### src/rtl/lru_track_pkg.sv
package lru_track_pkg;
  localparam int unsigned DEF_SETS = 16;
  localparam int unsigned DEF_WAYS = 4;

  typedef enum logic {
    ACC_MISS = 1'b0,
    ACC_HIT  = 1'b1
  } acc_kind_e;
endpackage

### src/rtl/lru_move_front.sv
// Move-to-front rewrite of one recency list; index 0 is the most recent rank.
module lru_move_front #(
  parameter int WAYS = 4,
  localparam int IW = $clog2(WAYS),
  localparam int LW = WAYS * IW
) (
  input  logic [LW-1:0] cur_list,
  input  logic          use_hit,
  input  logic [IW-1:0] hit_way,
  output logic [LW-1:0] nxt_list
);
  logic [IW-1:0]   target;
  logic [WAYS-1:0] at_rank;
  logic [WAYS-1:0] at_or_behind;

  assign target = use_hit ? hit_way : cur_list[(WAYS-1)*IW +: IW];

  for (genvar r = 0; r < WAYS; r++) begin : g_match
    assign at_rank[r] = (cur_list[r*IW +: IW] == target);
  end

  // at_or_behind[r]: the target sits at rank r or a later rank
  assign at_or_behind[WAYS-1] = at_rank[WAYS-1];
  for (genvar r = WAYS - 2; r >= 0; r--) begin : g_scan
    assign at_or_behind[r] = at_rank[r] | at_or_behind[r+1];
  end

  assign nxt_list[IW-1:0] = target;
  for (genvar r = 1; r < WAYS; r++) begin : g_shift
    assign nxt_list[r*IW +: IW] = at_or_behind[r] ? cur_list[(r-1)*IW +: IW]
                                                  : cur_list[r*IW +: IW];
  end
endmodule

### src/rtl/lru_list_store.sv
// One recency list register per set, read asynchronously, written on strobe.
module lru_list_store #(
  parameter int SETS = 16,
  parameter int WAYS = 4,
  localparam int SW = $clog2(SETS),
  localparam int IW = $clog2(WAYS),
  localparam int LW = WAYS * IW
) (
  input  logic          clk,
  input  logic          rst_n,
  input  logic          wr_en,
  input  logic [SW-1:0] wr_set,
  input  logic [LW-1:0] wr_list,
  input  logic [SW-1:0] rd_set,
  output logic [LW-1:0] rd_list
);
  function automatic logic [LW-1:0] ident_list();
    logic [LW-1:0] r;
    r = '0;
    for (int k = 0; k < WAYS; k++) r[k*IW +: IW] = IW'(k);
    return r;
  endfunction

  localparam logic [LW-1:0] IDENT = ident_list();

  logic [LW-1:0] lists [SETS];

  for (genvar s = 0; s < SETS; s++) begin : g_set
    always_ff @(posedge clk) begin
      if (!rst_n) begin
        lists[s] <= IDENT;
      end else if (wr_en && (wr_set == SW'(s))) begin
        lists[s] <= wr_list;
      end
    end
  end

  always_comb begin
    rd_list = IDENT;
    for (int s = 0; s < SETS; s++) begin
      if (rd_set == SW'(s)) rd_list = lists[s];
    end
  end
endmodule

### src/rtl/lru_order_tracker.sv
module lru_order_tracker
  import lru_track_pkg::*;
#(
  parameter int SETS = DEF_SETS,
  parameter int WAYS = DEF_WAYS,
  localparam int SW = $clog2(SETS),
  localparam int IW = $clog2(WAYS),
  localparam int LW = WAYS * IW
) (
  input  logic          clk,
  input  logic          rst_n,
  input  logic          acc_valid,
  input  logic [SW-1:0] acc_set,
  input  logic          acc_hit,
  input  logic [IW-1:0] acc_way,
  output logic [IW-1:0] victim_way,
  output logic [LW-1:0] set_order
);
  acc_kind_e     kind;
  logic [LW-1:0] cur_list;
  logic [LW-1:0] nxt_list;

  assign kind = acc_kind_e'(acc_hit);

  lru_list_store #(.SETS(SETS), .WAYS(WAYS)) u_store (
    .clk     (clk),
    .rst_n   (rst_n),
    .wr_en   (acc_valid),
    .wr_set  (acc_set),
    .wr_list (nxt_list),
    .rd_set  (acc_set),
    .rd_list (cur_list)
  );

  lru_move_front #(.WAYS(WAYS)) u_mtf (
    .cur_list (cur_list),
    .use_hit  (kind == ACC_HIT),
    .hit_way  (acc_way),
    .nxt_list (nxt_list)
  );

  assign victim_way = cur_list[(WAYS-1)*IW +: IW];
  assign set_order  = cur_list;
endmodule

### config.mk
export PLATFORM = sky130hd
export DESIGN_NAME = lru_order_tracker
export DESIGN_NICKNAME = d
export VERILOG_FILES = /design/src/rtl/lru_track_pkg.sv /design/src/rtl/lru_move_front.sv /design/src/rtl/lru_list_store.sv /design/src/rtl/lru_order_tracker.sv
export SDC_FILE = /design/constraint.sdc
export NUM_CORES = 1
export LEC_CHECK = 0
export ABC_AREA = 1
export BUFFER_PORTS_ARGS = -buffer_cell sky130_fd_sc_hd__buf_2
export CAP_MARGIN = 0
export CORE_MARGIN = 2
export CORE_UTILIZATION = 25
export CTS_CLUSTER_DIAMETER = 60
export DETAILED_ROUTE_END_ITERATION = 10
export SYNTH_ARGS = -nofsm -noshare
export SYNTH_HDL_FRONTEND = slang
export SYNTH_SLANG_ARGS = --single-unit
export TNS_END_PERCENT = 5
### constraint.sdc
create_clock -name clk -period 3.3 [get_ports clk]
set_input_delay 0 -clock clk [delete_from_list [all_inputs] [get_ports clk]]
set_output_delay 0 -clock clk [all_outputs]
set_load 0.01 [all_outputs]
Word level (Yosys, flattened, before mapping)
Memories as Yosys holds them, arrays and structs flattened.
Cells that the tools add are included.
Storage, ports and cells
  bits in latches: 0
  memory bits (writable): 128
  bits in read-only memories: 0
  input bits: 10
  memories kept: 1
  flip-flop bits (word level): 0
  logic and storage cells: 139
Memories
  u_store.lists: words 16, width 8, read ports 16, clocked after Yosys merged registers in 0, wr ports 16, RTL line lru_list_store.sv:26  | logic [LW-1:0] lists [SETS];
Operators by class
  muxes and demuxes: 85
  add/subtract/negate cells: 0
  shift-type cells: 0
  div/mod/pow operators: 0
  eq/ne operators: 18
  reductions and logical operators: 17
  $mul: 0
  bitwise logic cells: 18
  $lt $le $gt $ge: 0
Operator list (count)
  two-way mux 8 bit: 32
  two-way mux 1 bit: 49
  equality test 4 bit (second input constant): 8
  OR 1 bit: 18
  equality test 4 x 3 -> 1 bit (second input constant): 4
  logical AND 1 bit: 16
  equality test 4 x 2 -> 1 bit (second input constant): 2
  two-way mux 2 bit: 4
  equality test 2 bit: 3
  equality test 4 x 1 -> 1 bit (second input constant): 1
  logical NOT 4 bit: 1

Logic depth before layout (Yosys ltp)
Gate-level depths: netlist of run 1.
  depth after elaboration: 23
  mapped depth: 21

By module
From an unflattened synthesis of run 1, not the netlist that was laid out.
Second synthesis, totals
  cell total of the unflattened synthesis: 706
  area total of the unflattened synthesis: 6383.6 µm²
By module, submodules not included
  lru_list_store: seq. area each 3843.7 µm², cells an instance 642, times used 1, area each 6079.6 µm²
  lru_move_front: seq. area each 0.0 µm², cells an instance 62, times used 1, area each 289.0 µm²
  lru_order_tracker: seq. area each 0.0 µm², cells an instance 2, times used 1, area each 15.0 µm²

Least setup slack after synthesis of run 1
No wires, ideal clock.
  path type: register -> register
  start point: mem u_store.lists[0][12] in the netlist's numbering
  end point: mem u_store.lists[1][53] in the netlist's numbering (data pin)
  period minus slack after synthesis: 2.136 ns
  data arrival time: 1.860 ns
  data required time: 3.024 ns
  buffers on the path: 1
  cell stages (with the launch flop): 18
  setup slack: 1.164 ns
  path through: edfxtp_1 -> nand2_1 -> nand3_1 -> nor2_1 -> nand4_1 -> nor2_1 -> nand4_1 -> nor2_1 -> nand4_1 -> nor2_1 -> inv_2 -> nand2_1 -> nand2_1 -> nand2_2 -> nand2_2 -> nand2_2 -> buf_2 -> nand3_1
RTL lines (RTL line)
  from (decl): lru_list_store.sv:26

==> results of run 1 <==
cell families after synthesis:
kind of cell | count (synthesis) | synth area share, %
buffers and inverters | 97 | 6.26
AND/OR/NAND/NOR | 409 | 29.6
AO/OA/AOI/OAI | 33 | 3.11
multiplexers | 1 | 0.159
flip-flops | 128 | 60.9
per-layer routing:
| metal | GRT usage (%) | up-vias | share of wire (%) |
|---|---|---|---|
| met4 | 5.99 | 0 | 2.4 |
| met1 | 18.3 | 2369 | 46 |
| met5 | 0 | - | 0 |
| met3 | 2.06 | 27 | 4.8 |
| li1 | - | 2353 | - |
| met2 | 21.7 | 166 | 47 |
repair_timing:
action,CTS,global route
endpoints found under the setup margin,0,18
setup buffers,0,1
gates resized for setup,0,1
cell type report:
class	instances	area [sq um]
fillers	2609	17300
flip-flops and latches	128	3840
multi-input cells	443	2080
clock buffers	18	429
well taps	330	413
repair buffers	54	370
inverters	79	297
clock inverters	14	238
path summary, 6_finish.rpt:
| kind | endpoint |
|---|---|
| setup reg to reg | u_store.lists[1][43]$_SDFFCE_PN0P_ |
| setup / recovery | u_store.lists[1][43]$_SDFFCE_PN0P_ |
| hold reg to reg | u_store.lists[1][47]$_SDFFCE_PN1P_ |
| hold / removal | u_store.lists[1][21]$_SDFFCE_PN1P_ |
stage by stage:
stage | power (W) | hold slack, ns | setup WS (ns)
floorplan | 0.00212 | 0.348 | 1.16
global placement | 0.00228 | 0.536 | 0.0684
detailed placement | 0.00229 | 0.538 | -0.0222
CTS | 0.00440 | 0.106 | 0.213
global route | 0.00452 | 0.131 | 0.0305
finish | 0.00440 | 0.136 | 0.252
power breakdown:
group	total (W)	internal, W	switching [W]
Combinational	0.000437	0.000111	0.000326
Clock	0.00212	0.00142	0.000706
Sequential	0.00184	0.00183	0.0000104
Total	0.00440	0.00335	0.00104
cells in the mapped netlist (3+ instances only):
master,number,area share (%)
nand2_1,135,8.0
or2_0,3,0.30
buf_2,7,0.55
nor3_1,18,1.4
clkbuf_1,7,0.42
nor2_2,5,0.50
nor2_1,117,7.0
or2_1,3,0.30
inv_2,8,0.48
nand3b_1,5,0.59
nand4_1,26,2.6
edfxtp_1,128,61
nand3_1,58,4.6
or2_2,25,2.5
inv_1,71,4.2
a21oi_1,5,0.40
o21ai_0,20,1.6
nand2_2,8,0.79
==> results.ini, run 1 <==
[critical_path]
path_delay_family = simple AND/OR/NAND/NOR gates
cp_num_buf_inv = 1
r2r_slack_ns = 0.25
crit_chain = nand2_1 -> nand3_1 -> nor2_1 -> nand4_1 -> nor2_1 -> nand4_1 -> nor2_1 -> nand4_1 -> nor2_1 -> inv_2 -> nand2_1 -> nand2_1 -> nand2_2 -> nand4_1 -> nand2_2 -> nor2_1
cpMaxStageDelayCell = nand2_2
arrival_ns = 3.18
worstSetupPathType = reg2reg
worst_path_most_repeated_cell = nor2_1
cp-start-kind = register
crit_required_ns = 3.43
critPathMaxStageDelay_ns = 0.40
crit_path_max_fanout = 16
r2r_cells = 16
setup.worst_path.end_class = register
crit_start = u_store.lists[0][12]$_SDFFCE_PN0P_
r2r-start = u_store.lists[0][12]$_SDFFCE_PN0P_
crit_cells = 16

[cells_and_area]
final_cells = 1066
top_register = u_store.lists
utilization_pct = 30.7
drive_gt1_share_pct = 18.8
final_common_cell = nand2_1
antennaDiodeCount = 0
synthToLayoutAreaGrowth_pct = 21.5
final_cell_mix = nand2_1, edfxtp_1, nor2_1
fin_nets = 733
largest_reg_flops = 128
reg_top3 = u_store.lists: 128 flops
fin_area_sq_um = 7670

[cts]
cts-root-buf = clkbuf_16
clkTransAtPathRegs_ns = 0.06
htreeDepth = 4
insertion_delay_ns = 0.41
cts_buffers = 17
postCtsHoldBufs = 0
cts_buffer_depth = 2
cts_tree = done
numClockSinks = 128

[timing]
final-hold-violation-count = 0
tightest_slew_ns = 1.10
slew_headroom_pct = 25.6
finalCritPeriodShare_pct = 92.4
fin_crit_ns = 3.05
fmax_mhz = 328
setup_viol = 0
skew_ns = 0.0120
rsz0062_at_grt = no
slew_violations = 0
setup_tns_ns = 0

[synth]
synth_area_per_cell_sq_um = 9.45
async_reset_ff_share_pct = 0
synthFlopType = edfxtp_1
ys_seq_elements = 128
synthesis.nets = 678
synth_cells = 668
ys_seq_area_share_pct = 60.9
yosysUniqueCellTypes = 31
yosys_warnings = 0
syn_area_sq_um = 6310
synth_edf_count = 128

[flow_run]
cap_violations = 0

[global_routing]
grt_usage_pct = 13.6
grt_max_degree = 33
grt_remaining_overflow = 0
grt_pass1_wl_microns = 27500
antenna_found_initial = 0
grt_pass1_vias = 4961

[power]
irDropWorstVdd_uv = 348
leakagePower_nw = 2.69
powerDensity_nw_per_um2 = 573

[route]
num_vias = 4915
drt-total-wl_microns = 17000
first_iter_violations = 352
ant_nets = 0
firstDrtPassIters = 5
viasPerCell = 4.61
post_drt_wl_per_cell_microns = 15.9
drc_errors = 0

[placed_design]
placed_cells = 1033
hpwl_microns = 12000
port-buffer-count = 19
gp_congestion = 0.854
placed_area_sq_um = 6980

[floorplanning]
coreArea_sq_um = 25000
dieArea_sq_um = 26500
row_count = 58
fp.dieW_microns = 163
ios = 20
start_util_pct = 25.3
fp.dieH_microns = 163

[worst_hold_path]
hold_path_depth = 2
min_from = rst_n
hold_path_class = in2reg

[run_status]
outcome = completed

Note: power is estimated with default switching activity, not from simulation.
==> inputs of run 2 (changes only) <==
--- a/config.mk
+++ b/config.mk
@@ -12,6 +12,7 @@
 export CORE_UTILIZATION = 25
 export CTS_CLUSTER_DIAMETER = 60
 export DETAILED_ROUTE_END_ITERATION = 10
+export PLACE_DENSITY_LB_ADDON = 0.25
 export SYNTH_ARGS = -nofsm -noshare
 export SYNTH_HDL_FRONTEND = slang
 export SYNTH_SLANG_ARGS = --single-unit
==> run 2 against run 1 <==
Hold slack better by 0.028 ns. Via count is 1.8% lower. First-iteration DRC count is 3.1% higher. Maximum frequency is 2.7% higher. Cell area is 1.6% lower. Critical endpoint is now u_store.lists[1][21]$_SDFFCE_PN1P_.
==> results.ini, run 2 (synthesized netlist as in run 1, its figures left out) <==
[placed_design]
hpwl_microns = 13000
place_ws_ns = 0.175
gp_congestion = 0.798
port-buffer-count = 19
placed_area_sq_um = 7020

[cells_and_area]
fin_nets = 733
drive_gt1_share_pct = 18.8
largest_reg_flops = 128
antennaDiodeCount = 0
synthToLayoutAreaGrowth_pct = 19.6
top_register = u_store.lists
utilization_pct = 30.3
final_common_cell = nand2_1
reg_top3 = u_store.lists: 128 flops
fin_area_sq_um = 7550
fillers = 2677
final_cell_mix = nand2_1, edfxtp_1, nor2_1

[timing]
fin_crit_ns = 2.97
slew_violations = 0
setup_tns_ns = 0
fin_ws_ns = 0.331
skew_ns = 0.0122
final-hold-violation-count = 0
fmax_mhz = 337
finalCritPeriodShare_pct = 90.0
tightest_slew_ns = 1.21
slew_headroom_pct = 18.8
setup_viol = 0
rsz0062_at_grt = no

[power]
irDropWorstVdd_uv = 233
finalPower_w = 0.00401
leakagePower_nw = 2.64
powerDensity_nw_per_um2 = 531

[critical_path]
crit_path_max_fanout = 16
worstSetupPathType = reg2reg
setup.worst_path.end_class = register
cp-start-kind = register
crit_required_ns = 3.55
arrival_ns = 3.22

[floorplanning]
fp.dieH_microns = 163
coreArea_sq_um = 25000
row_count = 58
fp.dieW_microns = 163
ios = 20
start_util_pct = 25.3
dieArea_sq_um = 26500

[global_routing]
grt_pass1_vias = 4850
antenna_found_initial = 0
grt_max_degree = 22
grt_usage_pct = 14.4
grt_remaining_overflow = 0
grt_pass1_wl_microns = 28400

[cts]
cts_resized = 0
insertion_delay_ns = 0.42
postCtsHoldBufs = 0
htreeDepth = 4
cts_buffers = 17
cts_tree = done
numClockSinks = 128
cts_setup_buffers = 0
cts-root-buf = clkbuf_16
cts_buffer_depth = 2
clkTransAtPathRegs_ns = 0.06

[route]
firstDrtPassIters = 5
drt-total-wl_microns = 18200
num_vias = 4825
viasPerCell = 4.53
drc_errors = 0
ant_nets = 0
first_iter_violations = 363
post_drt_wl_per_cell_microns = 17.1

[run_status]
outcome = completed

[flow_run]
cap_violations = 0

[worst_hold_path]
hold_path_class = in2reg

run 2: changes by cell type in the layout (fill, tap and decap cells not counted), sizes merged:
cell | previous run | this run
bufinv | 6 | 1
clkinv | 5 | 8
clkbuf | 18 | 19
clkinvlp | 2 | 3
inv | 80 | 79
run 2: layout make-up:
cell class | instances | area, sq um | share of cell area (%)
clock buffer | 19 | 433 | 5.73
clock inverter | 12 | 96.3 | 1.28
inverter | 79 | 297 | 3.93
multi-input combinational | 443 | 2080 | 27.5
sequential | 128 | 3840 | 50.9
tap | 330 | 413 | 5.47
timing repair buffer | 54 | 395 | 5.23
run 2: path summary, 6_finish.rpt:
check / cells past startpoint / endpoint / start / slack, ns
worst max-delay path: 16 / u_store.lists[1][21]$_SDFFCE_PN1P_ / u_store.lists[0][20]$_SDFFCE_PN0P_ / 0.33
worst max register to register: 16 / u_store.lists[1][21]$_SDFFCE_PN1P_ / u_store.lists[0][20]$_SDFFCE_PN0P_ / 0.33
worst min register to register: 5 / u_store.lists[0][3]$_SDFFCE_PN0P_ / u_store.lists[1][57]$_SDFFCE_PN0P_ / 0.90
worst min-delay path: 2 / u_store.lists[1][13]$_SDFFCE_PN1P_ / rst_n / 0.16
run 2: stage by stage:
step	hold slack, ns	instances
3_3_place_gp	0.551	1034
6_report	0.165	1065
3_5_place_dp	0.558	1034
5_1_grt	0.141	1065
2_1_floorplan	0.348	668
4_1_cts	0.141	1065
run 2: report_power, final:
| part | internal [W] | switching (W) |
|---|---|---|
| clock network | 0.00102 | 0.000690 |
| logic | 0.000129 | 0.000337 |
| registers | 0.00183 | 0.0000101 |
| total | 0.00298 | 0.00104 |
run 2: routing by layer:
| metal | vias to the layer above | part of all wire, % | GRT usage, % |
|---|---|---|---|
| li1 | 2346 | - | - |
| met1 | 2352 | 47 | 19.2 |
| met2 | 104 | 47 | 23.5 |
| met3 | 23 | 3.2 | 2.34 |
| met4 | 0 | 2.5 | 5.67 |
| met5 | - | 0 | 0 |
run 2: worst max-delay path, cell delays in order (launching register included):
cell and delay, ns:
edfxtp_1 0.36, nand2_1 0.07, nand3_1 0.09, nor2_1 0.18, nand4_1 0.16, nor2_1 0.17
nand4_1 0.14, nor2_1 0.16, nand4_1 0.12, nor2_1 0.22, inv_2 0.11, nand2_1 0.08
nand2_1 0.06, nand2_2 0.08, buf_4 0.14, nand3_2 0.41, nand3_1 0.26
